===== config.mk =====
export PLATFORM = sky130hd
export DESIGN_NAME = fstk_cmov_unit
export DESIGN_NICKNAME = d
export VERILOG_FILES = /design/src/rtl/fcm_pkg.sv /design/src/rtl/fcm_decode.sv /design/src/rtl/fcm_cond_eval.sv /design/src/rtl/fcm_regfile.sv /design/src/rtl/fstk_cmov_unit.sv
export SDC_FILE = /design/constraint.sdc
export NUM_CORES = 1
export LEC_CHECK = 0
export ABC_CLOCK_PERIOD_IN_PS = 10700
export BUFFER_PORTS_ARGS = -buffer_cell sky130_fd_sc_hd__buf_4
export CORE_AREA = 2 2 280 490
export DETAILED_ROUTE_END_ITERATION = 12
export DIE_AREA = 0 0 282 492
export PLACE_DENSITY_LB_ADDON = 0.3
export SYNTH_ARGS = -nofsm -noshare
export SYNTH_HDL_FRONTEND = slang
export SYNTH_HIERARCHICAL = 1
export SYNTH_SLANG_ARGS = --single-unit

===== constraint.sdc =====
create_clock -name clk -period 10.7 [get_ports clk]
set_input_delay 0.535 -clock clk [delete_from_list [all_inputs] [get_ports clk]]
set_output_delay 0.535 -clock clk [all_outputs]
set_load 0.01 [all_outputs]

===== src/rtl/fcm_pkg.sv =====
// Shared constants and types for the floating-point stack conditional move unit.
// Assumes an eight-deep stack of power-of-two depth so index arithmetic wraps.
package fcm_pkg;
    localparam int STACK_DEPTH = 8;
    localparam int REG_WIDTH   = 80;
    localparam int IDX_W       = $clog2(STACK_DEPTH);

    localparam logic [7:0] PFX_DIRECT = 8'hDA;
    localparam logic [7:0] PFX_INVERT = 8'hDB;
    localparam logic [2:0] OPND_HIGH  = 3'b110;

    typedef enum logic [1:0] {
        COND_CARRY  = 2'd0,
        COND_ZERO   = 2'd1,
        COND_CZ     = 2'd2,
        COND_PARITY = 2'd3
    } cond_sel_t;
endpackage


===== src/rtl/fcm_decode.sv =====
// Opcode decoder: checks the two-byte encoding, extracts the condition field,
// the inversion bit and the stack-relative source index. Purely combinational.
module fcm_decode
    import fcm_pkg::*;
(
    input  logic [7:0]       op_hi,
    input  logic [7:0]       op_lo,
    output logic             legal,
    output logic             invert,
    output cond_sel_t        csel,
    output logic [IDX_W-1:0] src_idx
);
    // Field extraction and legality of the prefix and operand bytes.
    always_comb begin
        legal   = ((op_hi == PFX_DIRECT) || (op_hi == PFX_INVERT)) &&
                  (op_lo[7:5] == OPND_HIGH);
        invert  = (op_hi == PFX_INVERT);
        csel    = cond_sel_t'(op_lo[4:3]);
        src_idx = op_lo[IDX_W-1:0];
    end
endmodule


===== src/rtl/fcm_cond_eval.sv =====
// Condition evaluator: tests the selected predicate on the integer flags and
// optionally inverts it. Flags are only read.
module fcm_cond_eval
    import fcm_pkg::*;
(
    input  cond_sel_t csel,
    input  logic      invert,
    input  logic      cf,
    input  logic      zf,
    input  logic      pf,
    output logic      cond_true
);
    logic base;

    // Select the raw predicate, then apply the inversion.
    always_comb begin
        unique case (csel)
            COND_CARRY:  base = cf;
            COND_ZERO:   base = zf;
            COND_CZ:     base = cf | zf;
            default:     base = pf;
        endcase
        cond_true = base ^ invert;
    end
endmodule


===== src/rtl/fcm_regfile.sv =====
// Stack register storage with per-register valid tags. One move port
// (register-to-register, priority) and one load port. Reads use pre-edge state.
// Assumes DEPTH is a power of two.
module fcm_regfile #(
    parameter int DEPTH = 8,
    parameter int WIDTH = 80,
    localparam int IW   = $clog2(DEPTH)
) (
    input  logic             clk,
    input  logic             rst_n,
    input  logic             mv_en,
    input  logic [IW-1:0]    mv_dst,
    input  logic [IW-1:0]    mv_src,
    input  logic             ld_en,
    input  logic [IW-1:0]    ld_slot,
    input  logic [WIDTH-1:0] ld_data,
    input  logic [IW-1:0]    rd_slot,
    output logic [WIDTH-1:0] rd_data,
    output logic             rd_tag,
    output logic [DEPTH-1:0] tags
);
    logic [WIDTH-1:0] mem [DEPTH];
    logic [WIDTH-1:0] mv_data;

    assign mv_data = mem[mv_src];

    // Data write: a move into an entry overrides a load to the same entry.
    always_ff @(posedge clk) begin
        for (int k = 0; k < DEPTH; k++) begin
            if (mv_en && (mv_dst == IW'(k)))
                mem[k] <= mv_data;
            else if (ld_en && (ld_slot == IW'(k)))
                mem[k] <= ld_data;
        end
    end

    // Tag update: reset to empty, either write port marks its entry valid.
    always_ff @(posedge clk) begin
        if (!rst_n) begin
            tags <= '0;
        end else begin
            for (int k = 0; k < DEPTH; k++) begin
                if ((mv_en && (mv_dst == IW'(k))) || (ld_en && (ld_slot == IW'(k))))
                    tags[k] <= 1'b1;
            end
        end
    end

    // Inspection read port.
    always_comb begin
        rd_data = mem[rd_slot];
        rd_tag  = tags[rd_slot];
    end

    // a move writes only from a source that was valid.
    a_r5_move_src_valid: assert property (@(posedge clk) disable iff (!rst_n)
        mv_en |-> tags[mv_src]);
endmodule


===== src/rtl/fstk_cmov_unit.sv =====
// Floating-point stack conditional move unit (top). Decodes a two-byte
// instruction, tests the integer flags, checks stack tags and copies ST(i) to
// ST(0) when the condition holds. Results are registered: one cycle latency.
// Assumes flags and control bits are stable in the in_valid cycle.
module fstk_cmov_unit
    import fcm_pkg::*;
(
    input  logic                 clk,
    input  logic                 rst_n,
    input  logic                 in_valid,
    input  logic [7:0]           op_hi,
    input  logic [7:0]           op_lo,
    input  logic                 flag_cf,
    input  logic                 flag_zf,
    input  logic                 flag_pf,
    input  logic                 ctl_em,
    input  logic                 ctl_ts,
    input  logic                 ld_en,
    input  logic [IDX_W-1:0]     ld_slot,
    input  logic [REG_WIDTH-1:0] ld_data,
    input  logic                 ctl_wr,
    input  logic [IDX_W-1:0]     ctl_top,
    input  logic                 ctl_c1,
    input  logic [IDX_W-1:0]     rd_slot,
    output logic [REG_WIDTH-1:0] rd_data,
    output logic                 rd_tag,
    output logic [IDX_W-1:0]     top_ptr,
    output logic                 c1_flag,
    output logic                 done,
    output logic                 moved,
    output logic                 fault_stack,
    output logic                 fault_nodev,
    output logic                 bad_opcode
);
    logic                   legal, invert, cond_true;
    cond_sel_t              csel;
    logic [IDX_W-1:0]       src_idx, dst_phys, src_phys;
    logic [STACK_DEPTH-1:0] tags;
    logic                   blocked, exec, underflow, do_move;

    fcm_decode u_decode (
        .op_hi   (op_hi),
        .op_lo   (op_lo),
        .legal   (legal),
        .invert  (invert),
        .csel    (csel),
        .src_idx (src_idx)
    );

    fcm_cond_eval u_cond (
        .csel      (csel),
        .invert    (invert),
        .cf        (flag_cf),
        .zf        (flag_zf),
        .pf        (flag_pf),
        .cond_true (cond_true)
    );

    // Stack-relative to physical mapping and outcome classification.
    always_comb begin
        dst_phys  = top_ptr;
        src_phys  = top_ptr + src_idx;
        blocked   = ctl_em | ctl_ts;
        exec      = in_valid & ~blocked & legal;
        underflow = exec & (~tags[dst_phys] | (cond_true & ~tags[src_phys]));
        do_move   = exec & ~underflow & cond_true;
    end

    fcm_regfile #(.DEPTH(STACK_DEPTH), .WIDTH(REG_WIDTH)) u_regs (
        .clk     (clk),
        .rst_n   (rst_n),
        .mv_en   (do_move),
        .mv_dst  (dst_phys),
        .mv_src  (src_phys),
        .ld_en   (ld_en),
        .ld_slot (ld_slot),
        .ld_data (ld_data),
        .rd_slot (rd_slot),
        .rd_data (rd_data),
        .rd_tag  (rd_tag),
        .tags    (tags)
    );

    // Stack pointer and C1: control write sets them, underflow clears C1.
    always_ff @(posedge clk) begin
        if (!rst_n) begin
            top_ptr <= '0;
            c1_flag <= 1'b0;
        end else begin
            if (ctl_wr) begin
                top_ptr <= ctl_top;
                c1_flag <= ctl_c1;
            end
            if (underflow)
                c1_flag <= 1'b0;
        end
    end

    // Registered completion and fault pulses.
    always_ff @(posedge clk) begin
        if (!rst_n) begin
            done        <= 1'b0;
            moved       <= 1'b0;
            fault_stack <= 1'b0;
            fault_nodev <= 1'b0;
            bad_opcode  <= 1'b0;
        end else begin
            done        <= in_valid;
            moved       <= do_move;
            fault_stack <= underflow;
            fault_nodev <= in_valid & blocked;
            bad_opcode  <= in_valid & ~blocked & ~legal;
        end
    end

    // done follows every accepted instruction.
    a_r9_done_follows: assert property (@(posedge clk) disable iff (!rst_n)
        in_valid |=> done);
    // at most one fault per instruction.
    a_r9_one_fault: assert property (@(posedge clk) disable iff (!rst_n)
        $onehot0({fault_stack, fault_nodev, bad_opcode}));
    // outcome outputs only alongside done.
    a_r9_outcome_with_done: assert property (@(posedge clk) disable iff (!rst_n)
        (moved | fault_stack | fault_nodev | bad_opcode) |-> done);
    // an instruction never moves the stack pointer.
    a_r4_top_kept: assert property (@(posedge clk) disable iff (!rst_n)
        (in_valid && !ctl_wr) |=> $stable(top_ptr));
    // underflow leaves C1 cleared.
    a_r6_c1_cleared: assert property (@(posedge clk) disable iff (!rst_n)
        fault_stack |-> !c1_flag);
    // blocked instruction moves nothing.
    a_r7_no_move: assert property (@(posedge clk) disable iff (!rst_n)
        fault_nodev |-> !moved);
endmodule


# Word-level counts from Yosys, hierarchy flattened
# Memories as Yosys holds them, arrays and structs flattened.
# Cells that the tools add are included.
# op_classes
n_addsub	1
magnitude_cmp	3
eq_ne	19
n_mux	55
n_bitwise	26
reduce_logical	30
# op_table
op	count
2-to-1 mux 80 bit	8
2-to-1 mux 1 bit	43
equality test 3 bit, second input constant	9
logical AND 1 bit	17
equality test 8 bit, second input constant	2
equality test 3 x 2 -> 1 bit, second input constant	4
less-than comparator 3 x 4 -> 1 bit, second input constant	3
OR 1 bit	11
binary-select mux 1 bit (select 3 bit)	3
logical OR 1 bit	9
AND 1 bit	8
equality test 3 x 1 -> 1 bit, second input constant	2
logical NOT 3 bit	2
NOT 1 bit	6
adder 3 bit	1
one-hot mux 1 bit (3 select lines)	1
equality test 2 x 1 -> 1 bit, second input constant	1
equality test 2 bit, second input constant	1
logical NOT 2 bit	1
OR reduction 2 bit	1
bitwise XOR 1 bit	1
# word_totals
regBits	17
mem_bits_rw	640
in_bits	116
out_inout_bits	90
word_cells	150
memories	1
# memory_table
name	words	word_bits	rd	rd_ports_with_merged_regs	wr	line_no	source
u_regs.mem	8	80	2	0	8	fcm_regfile.sv:22	logic [WIDTH-1:0] mem [DEPTH];

# Logic depth before layout (Yosys ltp)
# Gate-level depths: netlist (run 1).
# depth
ltp_word	14
mapped_depth	13
mapped_depth_nobuf	9

# By module
# Netlist (run 1), hierarchy kept.
# modules_own_cells
mod	n_inst	cells_each	area_each_um2	seq_area_each_um2
fcm_regfile	1	1979	39609.2	19378.6
fstk_cmov_unit	1	44	516.7	180.2
fcm_decode	1	10	100.1	0.0
fcm_cond_eval	1	5	52.6	0.0

# Least setup slack after synthesis (run 1)
# No wires, ideal clock.
# synth_timing
path_kind	input-to-reg
startpoint	input port ld_en
endpoint	memory u_regs.mem[0][0], enable pin
setup_time_ps	742
t_arrival_ps	8977
required_time_ps	9958
path_slack_ps	981
cell_stages	3
n_path_buf	1
path_cell_list	clkbuf_1 > inv_1 > o41ai_1
# synth_rtl
element	line_no	source
from (decl)	fstk_cmov_unit.sv:18	input logic ld_en,
to (decl)	fcm_regfile.sv:22	

==> metrics.txt, run 1 <==
Seq cells post-synth 657; commonest non-fill, non-tap cell in the layout mux2_4; Slew headroom 0.209; r2r worst-path depth 10; setup slack, reg-to-reg 4.66 ns; Synth warnings 6; post-route clock period utilization 0.564; Post-synth ARST share 0; CP most frequent cell buf_4; area share of the leading cell type in the synthesized netlist 0.477; Hold-fix buffers, CTS 0; crit path buf inv count 3; via count 21300; pre-CTS setup slack 4.68 ns; CTS Root Cell clkbuf_16; wire length on met2 60600 µm; largest area contributor in the netlist edfxtp_1; clock tree buffer depth 3; met1 wire length 49600 µm; Overall Global Routing Usage 0.173; Routed WL per cell 29.7 µm; Synth-to-Final Area Change 13.9%; skew final 0.0240 ns; static leakage 17.7 nW; CP peak stage delay 0.90 ns; r2r endpoint u_regs/mem[0][66]; Post-synth EDFFs 640; reg2reg start top_ptr[0]; min Tclk post-route 6.04 ns; CTS tree yes; kind of critical path reg2reg; critical path, cell by cell ha_4 -> inv_1 -> fa_1 -> xnor3_4 -> mux2i_2 -> nor3_1 -> or4b_1 -> o41ai_2 -> buf_4 -> buf_4; Yosys cell types 43; Critical Path Start Type flip-flop; HP Class in2reg; vias in the first global route 24000; crit path to u_regs/mem[0][66]; final worst-path setup slack 4.66 ns; CTS H-tree lvls 3; post_cts resized 0; cell family with most CP delay buffers and inverters; Top Layer Used met5; Layout Nets 2301; largest family of logic cells by synthesized area multiplexers; simple-gate area share of the yosys netlist 0.00888; Met3 Wirelength 7590 µm; GPL Wtd Cong 0.725; Hold Crit Start ctl_em; core area 135000 µm²; worst-path fanout max 45; leading post-synthesis cells by cell area edfxtp_1, mux2_4, mux4_2; PortBufs 205; CTS Sinks 657; Worst Tran Pin Value 1.19 ns; endpoints failing hold 0; first-pass GRT wire length 172000 µm; total CTS buffers 73; Critical Path Slowest Stage Cell buf_4; DR vias/cell 5.25; Fin Setup TNS 0 ns; 1st-iter DRT viols 1565; post-synthesis cell count 2038; status finished, final reports clean; remaining routing DRC violations 0; multi-input logic area 19900 µm²; post-synthesis mux area share 0.476; area share of fa/ha/maj cells after synthesis 0.000808; Layout Cells excl Fill 4054; IO Count 206; syn nets 2156; Cell Area, Synth 40300 µm²; Starting Density 0.298; final setup violation count 0; post-route ant nets 0; worst endpoint required time 10.96 ns; largest net degree at the start of global routing 89; Post-Synth XOR/XNOR Area 0.000808; grt ovf 0; power density over the cells 165 nW/µm²; clk_lat worst skew 0.65 ns; Routed WL 121000 µm; Worst Setup SP top_ptr[0]; max-capacitance violation count 0; Post-DP HPWL 65400 µm; Final Core Density 0.340; sequential fraction of the synthesis area 0.486; mean area per synthesized cell 19.8 µm²; Die Y 492 µm; unrepaired setup endpoints after global routing no; initial antenna violation count 19; most common flop cell mapped by yosys edfxtp_1; share of cells above drive strength 1 0.668; FF/Latch Area 19600 µm²; Die Wd 282 µm; fin. max-slew vios 0; most frequent cells in the layout mux2_4, edfxtp_1, mux4_2; CP arrival 6.30 ns; compound-cell area share of the yosys netlist 0.00320; fmax 166 MHz; Crit. End Element flip-flop; WP depth 10; placed insts 3918; Clock transition at path regs 0.06 ns; Filler Cell Count 12700; Rows 179; drt first pass iters 5; Post-CTS Setup Bufs 0; Die Area 139000 µm²; worst ir drop on vdd 97.0 µV
## routing by layer
layer  GRT usage  vias to the layer above
met5           0                        -
met4      0.0526                       16
met3      0.0390                      161
met2       0.294                      649
met1       0.217                    11600
li1            -                     8836
## Yosys cell counts, drive strengths merged (2+ instances only)
cell,count
dfxtp,17
nor4,3
mux2,803
edfxtp,640
nand2b,6
nand2,11
and2,2
buf,118
clkbuf,53
mux2i,5
a221oi,2
a32o,2
nand4b,8
nor2,7
o21a,8
inv,8
nand4,2
mux4,326
nand4bb,4
## kinds of logic (layout without fill, tap and decap cells)
family / Yosys count / after routing
adder cells (fa/ha/maj): 2 / 2
other: 0 / 7
multiplexers: 1134 / 1134
flip-flops: 657 / 657
buffers and inverters: 179 / 378
AO/OA/AOI/OAI: 14 / 14
AND/OR/NAND/NOR: 50 / 50
XOR/XNOR: 2 / 2
## power breakdown
group | internal (W) | total (W) | switching [W]
combinational | 0.00120 | 0.00195 | 0.000753
clock | 0.00143 | 0.00250 | 0.00108
sequential | 0.00306 | 0.00310 | 0.0000406
total | 0.00569 | 0.00756 | 0.00187
## final cells by class
type,instances,area share
Timing Repair Buffer,241,0.0404
Sequential cell,657,0.426
Clock inverter,41,0.00903
Inverter,8,0.000764
Clock buffer,88,0.0410
Multi-Input combinational cell,1202,0.433
Antenna cell,7,0.000382
Tap cell,1810,0.0494
## registers in the layout, indices dropped and copies added (netlist names)
name / flops
top_ptr: 3
fault_stack: 1
u_regs/tags: 8
u_regs/mem: 640
c1_flag: 1
moved: 1
done: 1
bad_opcode: 1
fault_nodev: 1
## how the worst min path moves through the flow
stage / end / cells after the start / slack [ns]
2_1_floorplan: u_regs/tags[1] / 1 / 0.47
3_3_place_gp: u_regs/tags[4] / 1 / 0.50
3_5_place_dp: u_regs/tags[0] / 1 / 0.51
4_1_cts: bad_opcode / 2 / 0.03
5_1_grt: bad_opcode / 2 / 0.07
6_report: bad_opcode / 2 / 0.07
## stage by stage
step | total power (W) | hold WS [ns] | cell area, µm²
final | 0.00756 | 0.0728 | 45900
after global routing | 0.00783 | 0.0675 | 45900
after CTS | 0.00764 | 0.0305 | 45900
after global placement | 0.00504 | 0.499 | 43600
after detailed placement | 0.00511 | 0.509 | 43600
after floorplan | 0.00468 | 0.466 | 40300
No activity file was read; power rests on OpenSTA's default activity.
==> inputs of run 2 (changes only) <==
--- a/config.mk
+++ b/config.mk
@@ -5,7 +5,7 @@
 export SDC_FILE = /design/constraint.sdc
 export NUM_CORES = 1
 export LEC_CHECK = 0
-export ABC_CLOCK_PERIOD_IN_PS = 10700
+export ABC_CLOCK_PERIOD_IN_PS = 5090
 export BUFFER_PORTS_ARGS = -buffer_cell sky130_fd_sc_hd__buf_4
 export CORE_AREA = 2 2 280 490
 export DETAILED_ROUTE_END_ITERATION = 12
==> constraint.sdc (replaced) <==
create_clock -name clk -period 5.09 [get_ports clk]
set_input_delay 0.2545 -clock clk [delete_from_list [all_inputs] [get_ports clk]]
set_output_delay 0.2545 -clock clk [all_outputs]
set_load 0.01 [all_outputs]
==> run 2 against run 1 <==
Against the previous run: total power grew 110%; clock-buffer cell count shrank 4; worst hold slack gained 0.072 ns; setup slack lost 4.0 ns; utilization grew 1.1 points; clock power grew 110%; highest routed layer unchanged.
==> metrics.txt, run 2 (synthesized netlist as in run 1, its figures left out) <==
status finished, final reports clean; worst-path fanout max 46; fmax 225 MHz; PortBufs 205; grt ovf 0; Die Y 492 µm; Largest register FFs 640; Critical Path Start Type flip-flop; total CTS buffers 73; DR vias/cell 5.20; Die Wd 282 µm; GPL Wtd Cong 0.736; Pwr Total 0.0160 W; clk_lat worst skew 0.66 ns; most frequent cells in the layout mux2_4, edfxtp_1, mux4_2; skew final 0.0348 ns; Crit. End Element flip-flop; worst ir drop on vdd 221 µV; Regs by FF count u_regs/mem x640, u_regs/tags x8, top_ptr x3; Routed WL per cell 29.2 µm; CTS H-tree lvls 3; IO Count 206; drt first pass iters 7; core area 135000 µm²; vias in the first global route 24100; post_cts resized 0; multi-input logic area 19900 µm²; post-route ant nets 0; Starting Density 0.298; worst endpoint required time 5.49 ns; share of cells above drive strength 1 0.643; Synth-to-Final Area Change 17.7%; final setup violation count 0; clock tree buffer depth 3; endpoints failing hold 0; Routed WL 122000 µm; CTS Root Cell clkbuf_16; first-pass GRT wire length 174000 µm; Hold-fix buffers, CTS 95; initial antenna violation count 16; CTS Sinks 657; via count 21700; Fin Setup TNS 0 ns; remaining routing DRC violations 0; unrepaired setup endpoints after global routing no; static leakage 18.4 nW; 1st-iter DRT viols 1622; Worst Tran Pin Value 1.09 ns; max-capacitance violation count 0; CP arrival 4.85 ns; Rows 179; kind of critical path reg2reg; Clock transition at path regs 0.06 ns; power density over the cells 337 nW/µm²; min Tclk post-route 4.45 ns; Filler Cell Count 12700; Layout Nets 2415; largest net degree at the start of global routing 93; commonest non-fill, non-tap cell in the layout mux2_4; Post-DP HPWL 69200 µm; fin. max-slew vios 0; post-route clock period utilization 0.873; HP Class in2reg; Slew headroom 0.274; Die Area 139000 µm²; CTS tree yes; Biggest register u_regs/mem; Overall Global Routing Usage 0.174; FF/Latch Area 19600 µm²; Post-CTS Setup Bufs 0
run 2: cell types whose count changed in the layout (fill, tap and decap cells not counted), moves of 2 or more:
cell / delta
clkinv_2: -2
buf_12: +34
clkbuf_1: -4
buf_4: -15
dlygate4sd3_1: +95
clkinv_1: +6
run 2: metrics by stage:
step	setup slack, ns	area, µm²	util	hold WS (ns)	std cells
after global routing	0.582	47400	0.351	0.154	4166
after CTS	0.683	47400	0.351	0.0897	4162
after global placement	0.773	44100	0.327	0.441	3937
final	0.645	47400	0.351	0.145	4169
after floorplan	0.548	40300	-	0.331	2038
after detailed placement	0.702	44100	0.327	0.452	3937
run 2: path summary, 6_finish.rpt:
kind | from | cells after the start | end | slack (ns)
worst min register to register | u_regs/tags[1] | 1 | u_regs/tags[1] | 0.54
worst min-delay path | op_hi[5] | 5 | moved | 0.14
worst max-delay path | top_ptr[0] | 11 | u_regs/mem[0][74] | 0.64
worst max register to register | top_ptr[0] | 11 | u_regs/mem[0][74] | 0.64
run 2: report_power, final:
group	internal, W	switching [W]	total (W)
Clock	0.00299	0.00227	0.00526
Combinational	0.00259	0.00161	0.00420
Sequential	0.00643	0.0000838	0.00652
run 2: layer usage:
layer,wire [µm],global-route usage,share of wire,vias up
met1,49800,0.217,0.41,11800
met4,2700,0.0524,0.022,20
met3,6300,0.0269,0.052,168
li1,-,-,-,9057
met5,134,0,0.0011,-
met2,62600,0.308,0.52,648
run 2: area by class of cell:
cell class                      count  area share
Inverter                            8    0.000739
Multi-Input combinational cell   1202       0.419
Clock buffer                       84      0.0394
Sequential cell                   657       0.413
Timing Repair Buffer              355      0.0711
Clock inverter                     46     0.00897
Antenna cell                        7    0.000370
Tap cell                         1810      0.0478
run 2: worst max-delay path: stages (launching register included):
cell and delay [ns]:
dfxtp_1 0.73, ha_4 0.23, inv_1 0.06, fa_1 0.40, xnor3_4 0.51, mux2i_2 0.21
nor3_1 0.22, buf_4 0.21, or4b_1 0.57, nand4b_4 0.19, buf_12 0.44, mux2_4 0.35
